## config.mk

```make
export PLATFORM = sky130hd
export DESIGN_NAME = dbg_runctl
export DESIGN_NICKNAME = d
export VERILOG_FILES = /design/src/rtl/dbg_runctl_pkg.sv /design/src/rtl/dbgrc_decode.sv /design/src/rtl/dbgrc_hold.sv /design/src/rtl/dbgrc_sticky.sv /design/src/rtl/dbg_runctl.sv
export SDC_FILE = /design/constraint.sdc
export NUM_CORES = 1
export LEC_CHECK = 0
export BUFFER_PORTS_ARGS = -buffer_cell sky130_fd_sc_hd__buf_2
export CAP_MARGIN = 20
export CORE_UTILIZATION = 30
export CTS_BUF_LIST = sky130_fd_sc_hd__clkbuf_8
export DETAILED_ROUTE_END_ITERATION = 7
export HOLD_SLACK_MARGIN = 0.05
export PLACE_DENSITY = 0.85
export SYNTH_ARGS = -nofsm -noshare
export SYNTH_HDL_FRONTEND = slang
export SYNTH_SLANG_ARGS = --single-unit
```

## constraint.sdc

```tcl
create_clock -name clk -period 1 [get_ports clk]
set_input_delay 0.2 -clock clk [delete_from_list [all_inputs] [get_ports clk]]
set_output_delay 0.2 -clock clk [all_outputs]
set_load 0.05 [all_outputs]
```

## src/rtl/dbg_runctl_pkg.sv

```systemverilog
package dbg_runctl_pkg;
  localparam int WORD_W  = 32;
  localparam int NUM_EXC = 3;
  localparam int NUM_REQ = 3;

  localparam int BIT_HALT    = 0;
  localparam int BIT_RESTART = 1;
  localparam int BIT_CLR_EXC = 2;
  localparam int BIT_CLR_ADV = 3;
  localparam int BIT_CANCEL  = 4;
  localparam int CMD_BITS    = 5;

  localparam int REQ_HALT    = 0;
  localparam int REQ_RESTART = 1;
  localparam int REQ_CANCEL  = 2;

  typedef struct packed {
    logic cancel;
    logic clr_adv;
    logic clr_exc;
    logic restart;
    logic halt;
  } cmd_t;
endpackage

```

## src/rtl/dbgrc_decode.sv

```systemverilog
module dbgrc_decode
  import dbg_runctl_pkg::*;
#(
  parameter int W = WORD_W
) (
  input  logic         clk,
  input  logic         rst,
  input  logic         wr_en,
  input  logic [W-1:0] wr_data,
  output cmd_t         cmd
);
  localparam int RSV_W = W - CMD_BITS;

  logic [RSV_W-1:0] rsvd;
  assign rsvd = wr_data[W-1:CMD_BITS];

  always_comb begin
    cmd         = '0;
    cmd.halt    = wr_en & wr_data[BIT_HALT];
    cmd.restart = wr_en & wr_data[BIT_RESTART];
    cmd.clr_exc = wr_en & wr_data[BIT_CLR_EXC];
    cmd.clr_adv = wr_en & wr_data[BIT_CLR_ADV];
    cmd.cancel  = wr_en & wr_data[BIT_CANCEL];
  end

  // reserved bits alone never produce a command
  assert_rsvd_ignored_R9: assert property (@(posedge clk) disable iff (rst)
    (wr_en && (|rsvd) && wr_data[CMD_BITS-1:0] == '0) |-> (cmd == '0));

  // no strobe, no command
  assert_no_strobe_R12: assert property (@(posedge clk) disable iff (rst)
    !wr_en |-> (cmd == '0));
endmodule

```

## src/rtl/dbgrc_hold.sv

```systemverilog
module dbgrc_hold #(
  parameter int N = 3
) (
  input  logic         clk,
  input  logic         rst,
  input  logic [N-1:0] set,
  input  logic [N-1:0] ack,
  output logic [N-1:0] req
);
  for (genvar i = 0; i < N; i++) begin : g_req
    always_ff @(posedge clk) begin
      if (rst)         req[i] <= 1'b0;
      else if (ack[i]) req[i] <= 1'b0;
      else if (set[i]) req[i] <= 1'b1;
    end

    // acknowledge drops the held request
    assert_ack_clears_R1: assert property (@(posedge clk) disable iff (rst)
      ack[i] |=> !req[i]);

    // an accepted set raises the request
    assert_set_raises_R3: assert property (@(posedge clk) disable iff (rst)
      (set[i] && !ack[i]) |=> req[i]);

    // a request is held until acknowledged
    assert_held_R5: assert property (@(posedge clk) disable iff (rst)
      (req[i] && !ack[i]) |=> req[i]);
  end
endmodule

```

## src/rtl/dbgrc_sticky.sv

```systemverilog
module dbgrc_sticky #(
  parameter int N = 3
) (
  input  logic         clk,
  input  logic         rst,
  input  logic [N-1:0] set,
  input  logic         clr,
  output logic [N-1:0] flag
);
  for (genvar i = 0; i < N; i++) begin : g_flag
    always_ff @(posedge clk) begin
      if (rst)         flag[i] <= 1'b0;
      else if (set[i]) flag[i] <= 1'b1;
      else if (clr)    flag[i] <= 1'b0;
    end

    // a set pulse is never lost, even against a clear
    assert_set_wins_R8: assert property (@(posedge clk) disable iff (rst)
      set[i] |=> flag[i]);

    // a clear without a set empties the flag
    assert_clear_R7: assert property (@(posedge clk) disable iff (rst)
      (clr && !set[i]) |=> !flag[i]);
  end
endmodule

```

## src/rtl/dbg_runctl.sv

```systemverilog
module dbg_runctl
  import dbg_runctl_pkg::*;
(
  input  logic               clk,
  input  logic               rst,
  input  logic               wr_en,
  input  logic [WORD_W-1:0]  wr_data,
  output logic [WORD_W-1:0]  rd_data,
  input  logic               dbg_enable,
  input  logic               in_debug,
  input  logic [NUM_EXC-1:0] exc_set,
  input  logic               adv_set,
  output logic               halt_req,
  output logic               restart_req,
  output logic               cancel_req,
  output logic [NUM_EXC-1:0] sticky_exc,
  output logic               sticky_adv
);
  cmd_t               cmd;
  logic [NUM_REQ-1:0] req_set;
  logic [NUM_REQ-1:0] req_ack;
  logic [NUM_REQ-1:0] req_q;

  assign rd_data = '0;

  dbgrc_decode #(.W(WORD_W)) u_decode (
    .clk     (clk),
    .rst     (rst),
    .wr_en   (wr_en),
    .wr_data (wr_data),
    .cmd     (cmd)
  );

  always_comb begin
    req_set              = '0;
    req_ack              = '0;
    req_set[REQ_HALT]    = cmd.halt & ~in_debug;
    req_ack[REQ_HALT]    = in_debug;
    req_set[REQ_RESTART] = cmd.restart & in_debug;
    req_ack[REQ_RESTART] = ~in_debug;
    req_set[REQ_CANCEL]  = cmd.cancel & dbg_enable;
    req_ack[REQ_CANCEL]  = in_debug;
  end

  dbgrc_hold #(.N(NUM_REQ)) u_hold (
    .clk (clk),
    .rst (rst),
    .set (req_set),
    .ack (req_ack),
    .req (req_q)
  );

  assign halt_req    = req_q[REQ_HALT];
  assign restart_req = req_q[REQ_RESTART];
  assign cancel_req  = req_q[REQ_CANCEL];

  dbgrc_sticky #(.N(NUM_EXC)) u_exc (
    .clk  (clk),
    .rst  (rst),
    .set  (exc_set),
    .clr  (cmd.clr_exc),
    .flag (sticky_exc)
  );

  dbgrc_sticky #(.N(1)) u_adv (
    .clk  (clk),
    .rst  (rst),
    .set  (adv_set),
    .clr  (cmd.clr_adv),
    .flag (sticky_adv)
  );

  // halt and restart are never held together
  assert_one_request_R11: assert property (@(posedge clk) disable iff (rst)
    $onehot0({halt_req, restart_req}));

  // in debug state no halt request survives
  assert_halt_ignored_R2: assert property (@(posedge clk) disable iff (rst)
    in_debug |=> !halt_req);

  // outside debug state no restart request survives
  assert_restart_ignored_R4: assert property (@(posedge clk) disable iff (rst)
    !in_debug |=> !restart_req);

  // with debug disabled a cancel request cannot appear
  assert_cancel_gated_R6: assert property (@(posedge clk) disable iff (rst)
    (!dbg_enable && !cancel_req) |=> !cancel_req);

  // reset empties every output
  assert_reset_clears_R10: assert property (@(posedge clk)
    rst |=> !(halt_req || restart_req || cancel_req || sticky_adv || (|sticky_exc)));
endmodule

```

==> summary.txt, run 1 <==
Timing
  – Period Utilization, post-route: 97.5%
  – Max Fclk: 1030 MHz
  – Final setup vio count: 0
  – Slew Viols, Final: 0
  – Setup_tns: 0 ps
  – Final Hold Vio Count: 0
  – RSZ-0062 raised after global routing: no
  – Min Tclk post-route: ~980 ps
  – Worst Skew: 0 ps

Clock network
  – Clk slew on worst S/H paths: approximately 40 ps
  – Clk sinks: 7
  – H-tree levels: 1
  – CTS root buffer: clkbuf_8
  – Maximum buffer depth of the clock tree: 2
  – Skew-Pair Late Insertion Delay: 220 ps
  – CTS tree: built
  – Postcts setup bufs: 0
  – TritonCTS buffer count: 3

Synthesis
  – Top post-synthesis cells by count: 32 x buf_4, 7 x dfxtp_1, 4 x a21boi_1, 4 x o21ba_1
  – Synth warn: 0
  – Post-synth EDFFs: 0
  – Top area cells in the synthesized netlist: buf_4 49%, dfxtp_1 28%, o21ba_1 8.1%
  – Synth Area per Inst: approximately 9.1 µm²
  – Synth Area in Simple Gates: under 10%
  – Mux share of post-synthesis cell area: 0%
  – Largest family of logic cells by synthesized area: buffers and inverters
  – #FFs+latches synth: 7
  – Mapped Cells: 54
  – Adder-cell share of the synthesized area: 0%
  – Synth Flop Type: dfxtp_1
  – Most instantiated library cell after synthesis: buf_4
  – Seq/Total Area, Yosys: around 28%
  – Synthesized cell area: approximately 500 µm²
  – Post-synth top area cell: buf_4
  – Distinct cell type count after synthesis: 9
  – Post-synth top area share: about half
  – XOR/XNOR Fraction of Synth Area: 0%
  – Synth Area in Compound Gates: roughly 18%
  – Ys async rst share: 0%

Worst setup path
  – Worst R2R End: u_exc.flag[1]
  – CP Buf/Inv Count: 1
  – Delay-heaviest family, CP: flip-flops
  – Reg2reg path depth: 2
  – CP max-delay cell: dfxtp_1
  – CP startpoint kind: flip-flop
  – CP max stage delay: 340 ps
  – Worst Path Max Fanout: 2
  – Crit Reg-Reg Startpoint: u_exc.flag[1]
  – Critical Path AT: 780 ps
  – Critical Path RT: roughly 800 ps
  – Internal reg-to-reg setup slack: ~280 ps
  – Crit-path cells: buf_4
  – CP endpoint kind: primary output
  – Crit path kind: reg2out

Global routing
  – Vias in the first global route: approximately 300
  – Largest net degree at the start of global routing: 8
  – GRT Overall Usage: between 8 and 9%
  – Global route overflow: 0
  – First-pass GRT wire length: approximately 1.2 mm
  – Initial antenna violation count: 0

Finish
  – Final #Nets: ~120
  – Area Growth Syn to Fin: 11.9%
  – Layout cells sized above 1: a little under a third
  – ANT cells: 0

Die
  – Die Ht: about 43 µm
  – Die area: about 1800 µm²
  – Die width: approximately 43 µm
  – Initial Utilization: 32.3%
  – I/O pin cnt: 80
  – Row Count: 14
  – Core area: 1520 µm²

Pwr
  – Worst VDD drop: approximately 0.92 mV
  – Cell Pwr Density: a little under 2000 nW/µm²
  – Pleak: ~0.00033 µW
  – Overall power: roughly 1100 µW

Route
  – Via count: 354
  – Routed wire per std cell: 8.14 µm
  – Starting DRT DRC Count: 3
  – Final WL: 757 µm
  – DRT Pass-1 Iters: 2
  – Post-route DRC: 0
  – Final ANT Viol Nets: 0
  – DR vias/cell: ~3.8

Worst hold path
  – Hold Path Depth: 2
  – Hold wc startpoint: in_debug
  – Worst hold endpoint: u_hold.req[2]
  – Hold Path Class: in2reg

Placed design
  – Placed wire-length estimate: ~640 µm
  – Routability cong.: between 0.6 and 0.7
  – Buffers added on ports: 20

Run
  – Max-capacitance violation count: 0

Status
  – Outcome: complete, no violations
## final cells by class
class | instances | area (µm²)
well taps | 16 | 20.0
multi-input cells | 46 | 229
flip-flops and latches | 7 | 140
clock inverters | 1 | 3.75
clock buffers | 3 | 41.3
fillers | 148 | 972
repair buffers | 20 | 118
## metal layers
| metal | global-route usage (%) | share of wire, % | vias to the layer above |
|---|---|---|---|
| li1 | - | - | 158 |
| met1 | 8.09 | 31 | 162 |
| met3 | 1.72 | 9.9 | 0 |
| met2 | 16.6 | 59 | 34 |
| met5 | 0 | 0 | - |
| met4 | 3.75 | 0 | 0 |
## cells by family (layout without fill, tap and decap cells)
| family | after synthesis | after routing |
|---|---|---|
| simple gates | 3 | 3 |
| compound gates | 11 | 11 |
| buf+inv | 32 | 24 |
| other cells | 1 | 32 |
| flops | 7 | 7 |
## registers in the layout, summed over array words and instances, names as in the netlist
signal	flops
u_exc.flag	3
u_hold.req	3
u_adv.flag	1
## power by group
| group | switching [µW] | leakage (µW) | internal, µW |
|---|---|---|---|
| Combinational | 345 | 0.000244 | 56.7 |
| Clock | 120 | 0.0000269 | 265 |
| Sequential | 8.02 | 0.0000579 | 296 |
| Total | 474 | 0.000329 | 618 |
## through the flow
| stage | area [µm²] | setup WS [ps] | util [%] | cells | hold WS (ps) |
|---|---|---|---|---|---|
| finish | 552 | 24.9 | 36.2 | 93 | 178 |
| global placement | 489 | 232 | 32.1 | 89 | 396 |
| global route | 552 | 13.4 | 36.2 | 93 | 187 |
| CTS | 552 | 35.1 | 36.2 | 93 | 171 |
| detailed placement | 489 | 215 | 32.1 | 89 | 402 |
| floorplan | 609 | 15.7 | - | 85 | 270 |
## worst max path at each step
stage,start,end,depth (start not counted)
after floorplan,u_adv.flag,u_adv.flag,2
after global placement,u_hold.req[1],restart_req,1
after detailed placement,u_exc.flag[1],sticky_exc[1],1
after CTS,u_exc.flag[1],sticky_exc[1],1
after global routing,u_hold.req[2],cancel_req,1
final,u_hold.req[0],halt_req,1
## timing repair
item | CTS | global route
setup endpoints to repair | 7 | 0
hold buffers | 0 | 0
resized for setup | 7 | 0
endpoints found under the hold margin | 0 | 0
## placed cells by master, fill, tap and decap left out, drive strengths merged, types with 2 or more instances in the layout
| master | n |
|---|---|
| clkbuf | 3 |
| conb | 32 |
| a21oi | 2 |
| o21ba | 4 |
| nor3 | 2 |
| a21boi | 4 |
| buf | 20 |
| dfxtp | 7 |
Note: power is estimated with default switching activity, not from simulation.
==> run 2, diff against run 1 <==
- REMOVE_ABC_BUFFERS: not set -> 1
==> run 2 against run 1 <==
Register-to-register slack hardly changed. Core utilization stayed put. Critical path type unchanged. Via count is 3.7% lower. Sequential share of layout area stayed put. Highest routed layer unchanged. Clock power is 3% lower. Sequential power hardly changed. Power is 1.5% lower.
==> summary.txt, run 2 (synthesis gave the netlist of run 1 again) <==
Status
  – Outcome: complete, no violations (unchanged)

Global routing
  – Global route overflow: 0 (unchanged)
  – Vias in the first global route: 280 (was 299)
  – First-pass GRT wire length: 1.16 mm (unchanged)
  – Initial antenna violation count: 0 (unchanged)
  – GRT Overall Usage: 8.76% (was 8.41%)
  – Largest net degree at the start of global routing: 8 (unchanged)

Clock network
  – Maximum buffer depth of the clock tree: 2 (unchanged)
  – CTS tree: built (unchanged)
  – H-tree levels: 1 (unchanged)
  – TritonCTS buffer count: 3 (unchanged)
  – Clk slew on worst S/H paths: 40 ps (about the same)
  – Skew-Pair Late Insertion Delay: 220 ps (about the same)
  – Clk sinks: 7 (unchanged)
  – Hold buffer count at CTS: 0 (unchanged)
  – CTS root buffer: clkbuf_8 (unchanged)

Pwr
  – Sequential Power Share: 28.2% (was 27.8%)
  – Sw Ratio: 42.7% (was 43.4%)
  – Worst VDD drop: 0.620 mV (was 0.924 mV)
  – Pleak: 0.000327 µW (was 0.000329 µW)
  – P_sw: 459 µW (was 474 µW)
  – Cell Pwr Density: 1950 nW/µm² (was 1980 nW/µm²)
  – Clock Power Share: 34.6% (was 35.3%)
  – Combinational Power Share: 37.2% (was 36.8%)
  – Internal power: 616 µW (was 618 µW)

Finish
  – Final #Nets: 119 (unchanged)
  – ANT cells: 0 (unchanged)
  – Most common cell after layout, fill and taps aside: conb_1 (unchanged)
  – Largest regs: u_exc.flag (3), u_hold.req (3), u_adv.flag (1) (unchanged)
  – Post-Layout Inst Area: 552 µm² (unchanged)
  – Area Growth Syn to Fin: 11.9% (unchanged)
  – Most frequent cells in the layout: 32 x conb_1, 13 x buf_2, 7 x dfxtp_1 (was 32 x conb_1, 13 x buf_2, 7 x buf_4, 7 x dfxtp_1)
  – Layout cells sized above 1: 31.2% (unchanged)

Worst setup path
  – Delay-heaviest family, CP: flip-flops (unchanged)
  – End of the critical path: halt_req (unchanged)
  – Worst Path Max Fanout: 2 (unchanged)
  – Crit Reg-Reg Startpoint: u_exc.flag[0] (was u_exc.flag[1])
  – Worst R2R End: u_exc.flag[0] (was u_exc.flag[1])
  – CP Buf/Inv Count: 1 (unchanged)
  – Setup crit start: u_hold.req[0] (unchanged)
  – CP startpoint kind: flip-flop (unchanged)
  – CP max-delay cell: dfxtp_1 (unchanged)
  – Reg2reg path depth: 2 (unchanged)
  – Critical Path RT: 800 ps (about the same)
  – CP endpoint kind: primary output (unchanged)
  – CP max stage delay: 320 ps (was 340 ps)
  – Crit-path cells: clkbuf_4 (was buf_4)
  – Crit path kind: reg2out (unchanged)
  – Internal reg-to-reg setup slack: 290 ps (was 280 ps)
  – Critical Path AT: 760 ps (was 780 ps)
  – Crit. path cell count: 1 (unchanged)

Route
  – Final WL: 715 µm (was 757 µm)
  – Via count: 341 (was 354)
  – Post-route DRC: 0 (unchanged)
  – Starting DRT DRC Count: 3 (unchanged)
  – Final ANT Viol Nets: 0 (unchanged)
  – DRT Pass-1 Iters: 4 (was 2)
  – DR vias/cell: 3.67 (was 3.81)
  – Routed wire per std cell: 7.69 µm (was 8.14 µm)

Die
  – I/O pin cnt: 80 (unchanged)
  – Die Ht: 42.5 µm (unchanged)
  – Row Count: 14 (unchanged)
  – Die width: 42.5 µm (unchanged)
  – Initial Utilization: 32.3% (unchanged)
  – Core area: 1520 µm² (unchanged)
  – Die area: 1810 µm² (unchanged)

Worst hold path
  – Hold Path Class: in2reg (unchanged)

Placed design
  – Buffers added on ports: 20 (unchanged)
  – Placed inst area: 489 µm² (unchanged)
  – Placed wire-length estimate: 632 µm (was 644 µm)
  – Routability cong.: 0.558 (was 0.696)

Timing
  – Final setup vio count: 0 (unchanged)
  – Final Hold Vio Count: 0 (unchanged)
  – Setup_tns: 0 ps (unchanged)
  – Worst Skew: 0 ps (unchanged)
  – Min Tclk post-route: 962 ps (was 975 ps)
  – Fin Hold WS: 169 ps (was 178 ps)
  – Slew Viols, Final: 0 (unchanged)
  – Max Fclk: 1040 MHz (was 1030 MHz)
  – RSZ-0062 raised after global routing: no (unchanged)
  – Period Utilization, post-route: 96.2% (was 97.5%)

Run
  – Max-capacitance violation count: 0 (unchanged)
## run 2: changes by cell type in the layout (fill, tap and decap cells not counted)
| cell | delta |
|---|---|
| buf_4 | -3 |
| clkbuf_4 | +3 |
## run 2: final cells by class
class	instances	area (µm²)
clock buffer	3	41.3
clock inverter	1	3.75
tap	16	20.0
fill	165	972
sequential	7	140
multi-input combinational	46	229
timing repair buffer	20	118
## run 2: metrics by stage
step	setup slack, ps	power, µW	util, %	std cells
final	38.2	1070	36.2	93
after global routing	1.03	1130	36.2	93
after CTS	3.19	1080	35.6	93
after detailed placement	228	698	32.1	89
after global placement	237	694	32.1	89
after floorplan	15.7	646	-	53
## run 2: what timing repair did
item                                    CTS  global route
gates resized for setup                   3             5
endpoints found under the hold margin     0             0
buffers inserted                          0             0
endpoints found under the setup margin    3             4
## run 2: worst min path at each step
stage	to	cells past startpoint	startpoint	slack, ps
floorplan	u_hold.req[1]	1	rst	270
global placement	u_hold.req[2]	2	in_debug	400
detailed placement	u_hold.req[2]	2	in_debug	400
CTS	u_hold.req[2]	2	in_debug	170
global route	u_hold.req[0]	2	in_debug	200
finish	u_hold.req[2]	2	in_debug	170
## run 2: worst reg2reg max path: cells and delay by family (launching register included)
family	cells	cell delay, ps
AOI/OAI and AO/OA	2	290
DFF	1	300
## run 2: layer usage
metal	up-vias	global-route usage [%]	wire [µm]
li1	157	-	-
met3	0	3.88	65
met4	0	3.75	0
met2	27	15.4	415
met1	157	8.88	235
met5	-	0	0
## run 2: power by group through the flow
stage / sequential (µW) / combinational [µW] / clock, µW
6_report: 303 / 400 / 372
5_1_grt: 305 / 417 / 407
3_5_place_dp: 307 / 391 / 0
3_3_place_gp: 306 / 388 / 0
4_1_cts: 302 / 394 / 381
2_1_floorplan: 360 / 286 / 0
==> run 3, diff against run 2 <==
- SETUP_SLACK_MARGIN: not set -> 0.05
==> run 3 against run 2 <==
Sequential share of layout area is 0.50 points lower. Via count stayed put. Flip-flop and latch count stayed put. Critical endpoint is now restart_req. Register-to-register slack hardly changed.
==> summary.txt, run 3 (synthesis gave the netlist of run 1 again) <==
Timing
  – Min Tclk post-route: 936 ps (was 962 ps)
  – RSZ-0062 raised after global routing: yes (was no)
  – Slew Viols, Final: 0 (unchanged)
  – Final Hold Vio Count: 0 (unchanged)
  – Max Fclk: 1070 MHz (was 1040 MHz)
  – Final setup vio count: 0 (unchanged)
  – Period Utilization, post-route: 93.6% (was 96.2%)
  – Setup_tns: 0 ps (unchanged)
  – Fin Hold WS: 164 ps (was 169 ps)
  – Worst Skew: 0 ps (unchanged)

Clock network
  – Clk slew on worst S/H paths: 40 ps (about the same)
  – CTS tree: built (unchanged)
  – Maximum buffer depth of the clock tree: 2 (unchanged)
  – Skew-Pair Late Insertion Delay: 220 ps (about the same)
  – TritonCTS buffer count: 3 (unchanged)
  – H-tree levels: 1 (unchanged)
  – Clk sinks: 7 (unchanged)
  – CTS root buffer: clkbuf_8 (unchanged)

Worst hold path
  – Worst hold endpoint: u_hold.req[2] (unchanged)
  – Hold wc startpoint: in_debug (unchanged)
  – Hold Path Depth: 2 (unchanged)
  – Hold Path Class: in2reg (unchanged)

Pwr
  – Clock Power Share: 34.1% (was 34.6%)
  – Sequential Power Share: 28.2% (about the same)
  – Combinational Power Share: 37.7% (was 37.2%)
  – Worst VDD drop: 0.699 mV (was 0.620 mV)
  – P_sw: 462 µW (was 459 µW)
  – Internal power: 628 µW (was 616 µW)
  – Cell Pwr Density: 1870 nW/µm² (was 1950 nW/µm²)
  – Sw Ratio: 42.4% (was 42.7%)
  – Pleak: 0.000336 µW (was 0.000327 µW)

Worst setup path
  – Internal reg-to-reg setup slack: 280 ps (was 290 ps)
  – Worst R2R End: u_exc.flag[0] (unchanged)
  – Reg2reg path depth: 2 (unchanged)
  – CP max stage delay: 350 ps (was 320 ps)
  – CP startpoint kind: flip-flop (unchanged)
  – Worst Path Max Fanout: 2 (unchanged)
  – Crit. path cell count: 1 (unchanged)
  – Critical Path AT: 740 ps (was 760 ps)
  – CP endpoint kind: primary output (unchanged)
  – Crit Reg-Reg Startpoint: u_exc.flag[0] (unchanged)
  – Setup crit start: u_hold.req[1] (was u_hold.req[0])
  – CP max-delay cell: dfxtp_1 (unchanged)
  – Crit-path cells: buf_6 (was clkbuf_4)
  – CP Buf/Inv Count: 1 (unchanged)
  – Crit path kind: reg2out (unchanged)
  – Delay-heaviest family, CP: flip-flops (unchanged)
  – Critical Path RT: 800 ps (about the same)

Global routing
  – Initial antenna violation count: 0 (unchanged)
  – Vias in the first global route: 292 (was 280)
  – First-pass GRT wire length: 1.19 mm (was 1.16 mm)
  – Largest net degree at the start of global routing: 8 (unchanged)
  – GRT Overall Usage: 8.94% (was 8.76%)
  – Global route overflow: 0 (unchanged)

Route
  – Final WL: 751 µm (was 715 µm)
  – Routed wire per std cell: 8.08 µm (was 7.69 µm)
  – WL met3: 61 µm (was 65 µm)
  – Post-route DRC: 0 (unchanged)
  – Highest routed layer: met3 (unchanged)
  – DRT Pass-1 Iters: 2 (was 4)
  – Via count: 341 (unchanged)
  – Wire length on met2: 455 µm (was 415 µm)
  – M1 WL: 234 µm (was 235 µm)
  – Starting DRT DRC Count: 3 (unchanged)
  – Final ANT Viol Nets: 0 (unchanged)
  – DR vias/cell: 3.67 (unchanged)

Die
  – Row Count: 14 (unchanged)
  – Core area: 1520 µm² (unchanged)
  – Die Ht: 42.5 µm (unchanged)
  – Die width: 42.5 µm (unchanged)
  – Die area: 1810 µm² (unchanged)
  – I/O pin cnt: 80 (unchanged)
  – Initial Utilization: 32.3% (unchanged)

Finish
  – ANT cells: 0 (unchanged)
  – Area Growth Syn to Fin: 18.3% (was 11.9%)
  – Final #Nets: 119 (unchanged)
  – Most frequent cells in the layout: 32 x conb_1, 13 x buf_2, 7 x buf_6 (was 32 x conb_1, 13 x buf_2, 7 x dfxtp_1)
  – Layout cells sized above 1: 36.4% (was 31.2%)
  – Most common cell after layout, fill and taps aside: conb_1 (unchanged)
  – Finished Core Util: 38.3% (was 36.2%)
  – Largest regs: u_exc.flag (3), u_hold.req (3), u_adv.flag (1) (unchanged)

Placed design
  – Buffers added on ports: 20 (unchanged)
  – Routability cong.: 0.558 (unchanged)
  – Placed wire-length estimate: 632 µm (unchanged)

Run
  – Max-capacitance violation count: 0 (unchanged)

Status
  – Outcome: complete, no violations (unchanged)
-- run 3: changes by cell type in the layout (fill, tap and decap cells not counted) --
cell      delta
dfxtp_1      -4
buf_4        -4
buf_6        +7
clkbuf_4     -3
dfxtp_2      +4
-- run 3: worst max-delay path by stage --
stage	endpoint
CTS	restart_req
global route	restart_req
detailed placement	sticky_exc[0]
global placement	cancel_req
floorplan	u_adv.flag
finish	restart_req
-- run 3: per-layer routing --
layer / track usage [%] / up-vias
li1: - / 159
met1: 8.62 / 155
met2: 15.7 / 27
met3: 4.31 / 0
met4: 4.38 / 0
met5: 0 / -
-- run 3: power by group through the flow --
stage	sequential, µW	combinational [µW]	clock (µW)
final	308	411	372
after global routing	309	428	407
after CTS	303	400	381
after detailed placement	307	391	0
after global placement	306	388	0
after floorplan	360	286	0
-- run 3: repair_timing --
action / CTS / global route
setup buffers: 0 / 0
endpoints found under the setup margin: 7 / 7
gates resized for setup: 7 / 11
hold buffers: 0 / 0
-- run 3: final cells by class --
cell class | instances | area (µm²)
clock buffers | 3 | 41.3
clock inverters | 1 | 3.75
fillers | 160 | 941
multi-input cells | 46 | 229
flip-flops and latches | 7 | 145
well taps | 16 | 20.0
repair buffers | 20 | 144
-- run 3: stage by stage --
step                instance area [µm²]  setup slack [ps]  total power (µW)  instances
floorplan                           369              15.7               646         53
global placement                    489               237               694         89
detailed placement                  489               228               698         89
CTS                                 552              47.3              1080         93
global route                        583              31.8              1140         93
finish                              583              63.9              1090         93
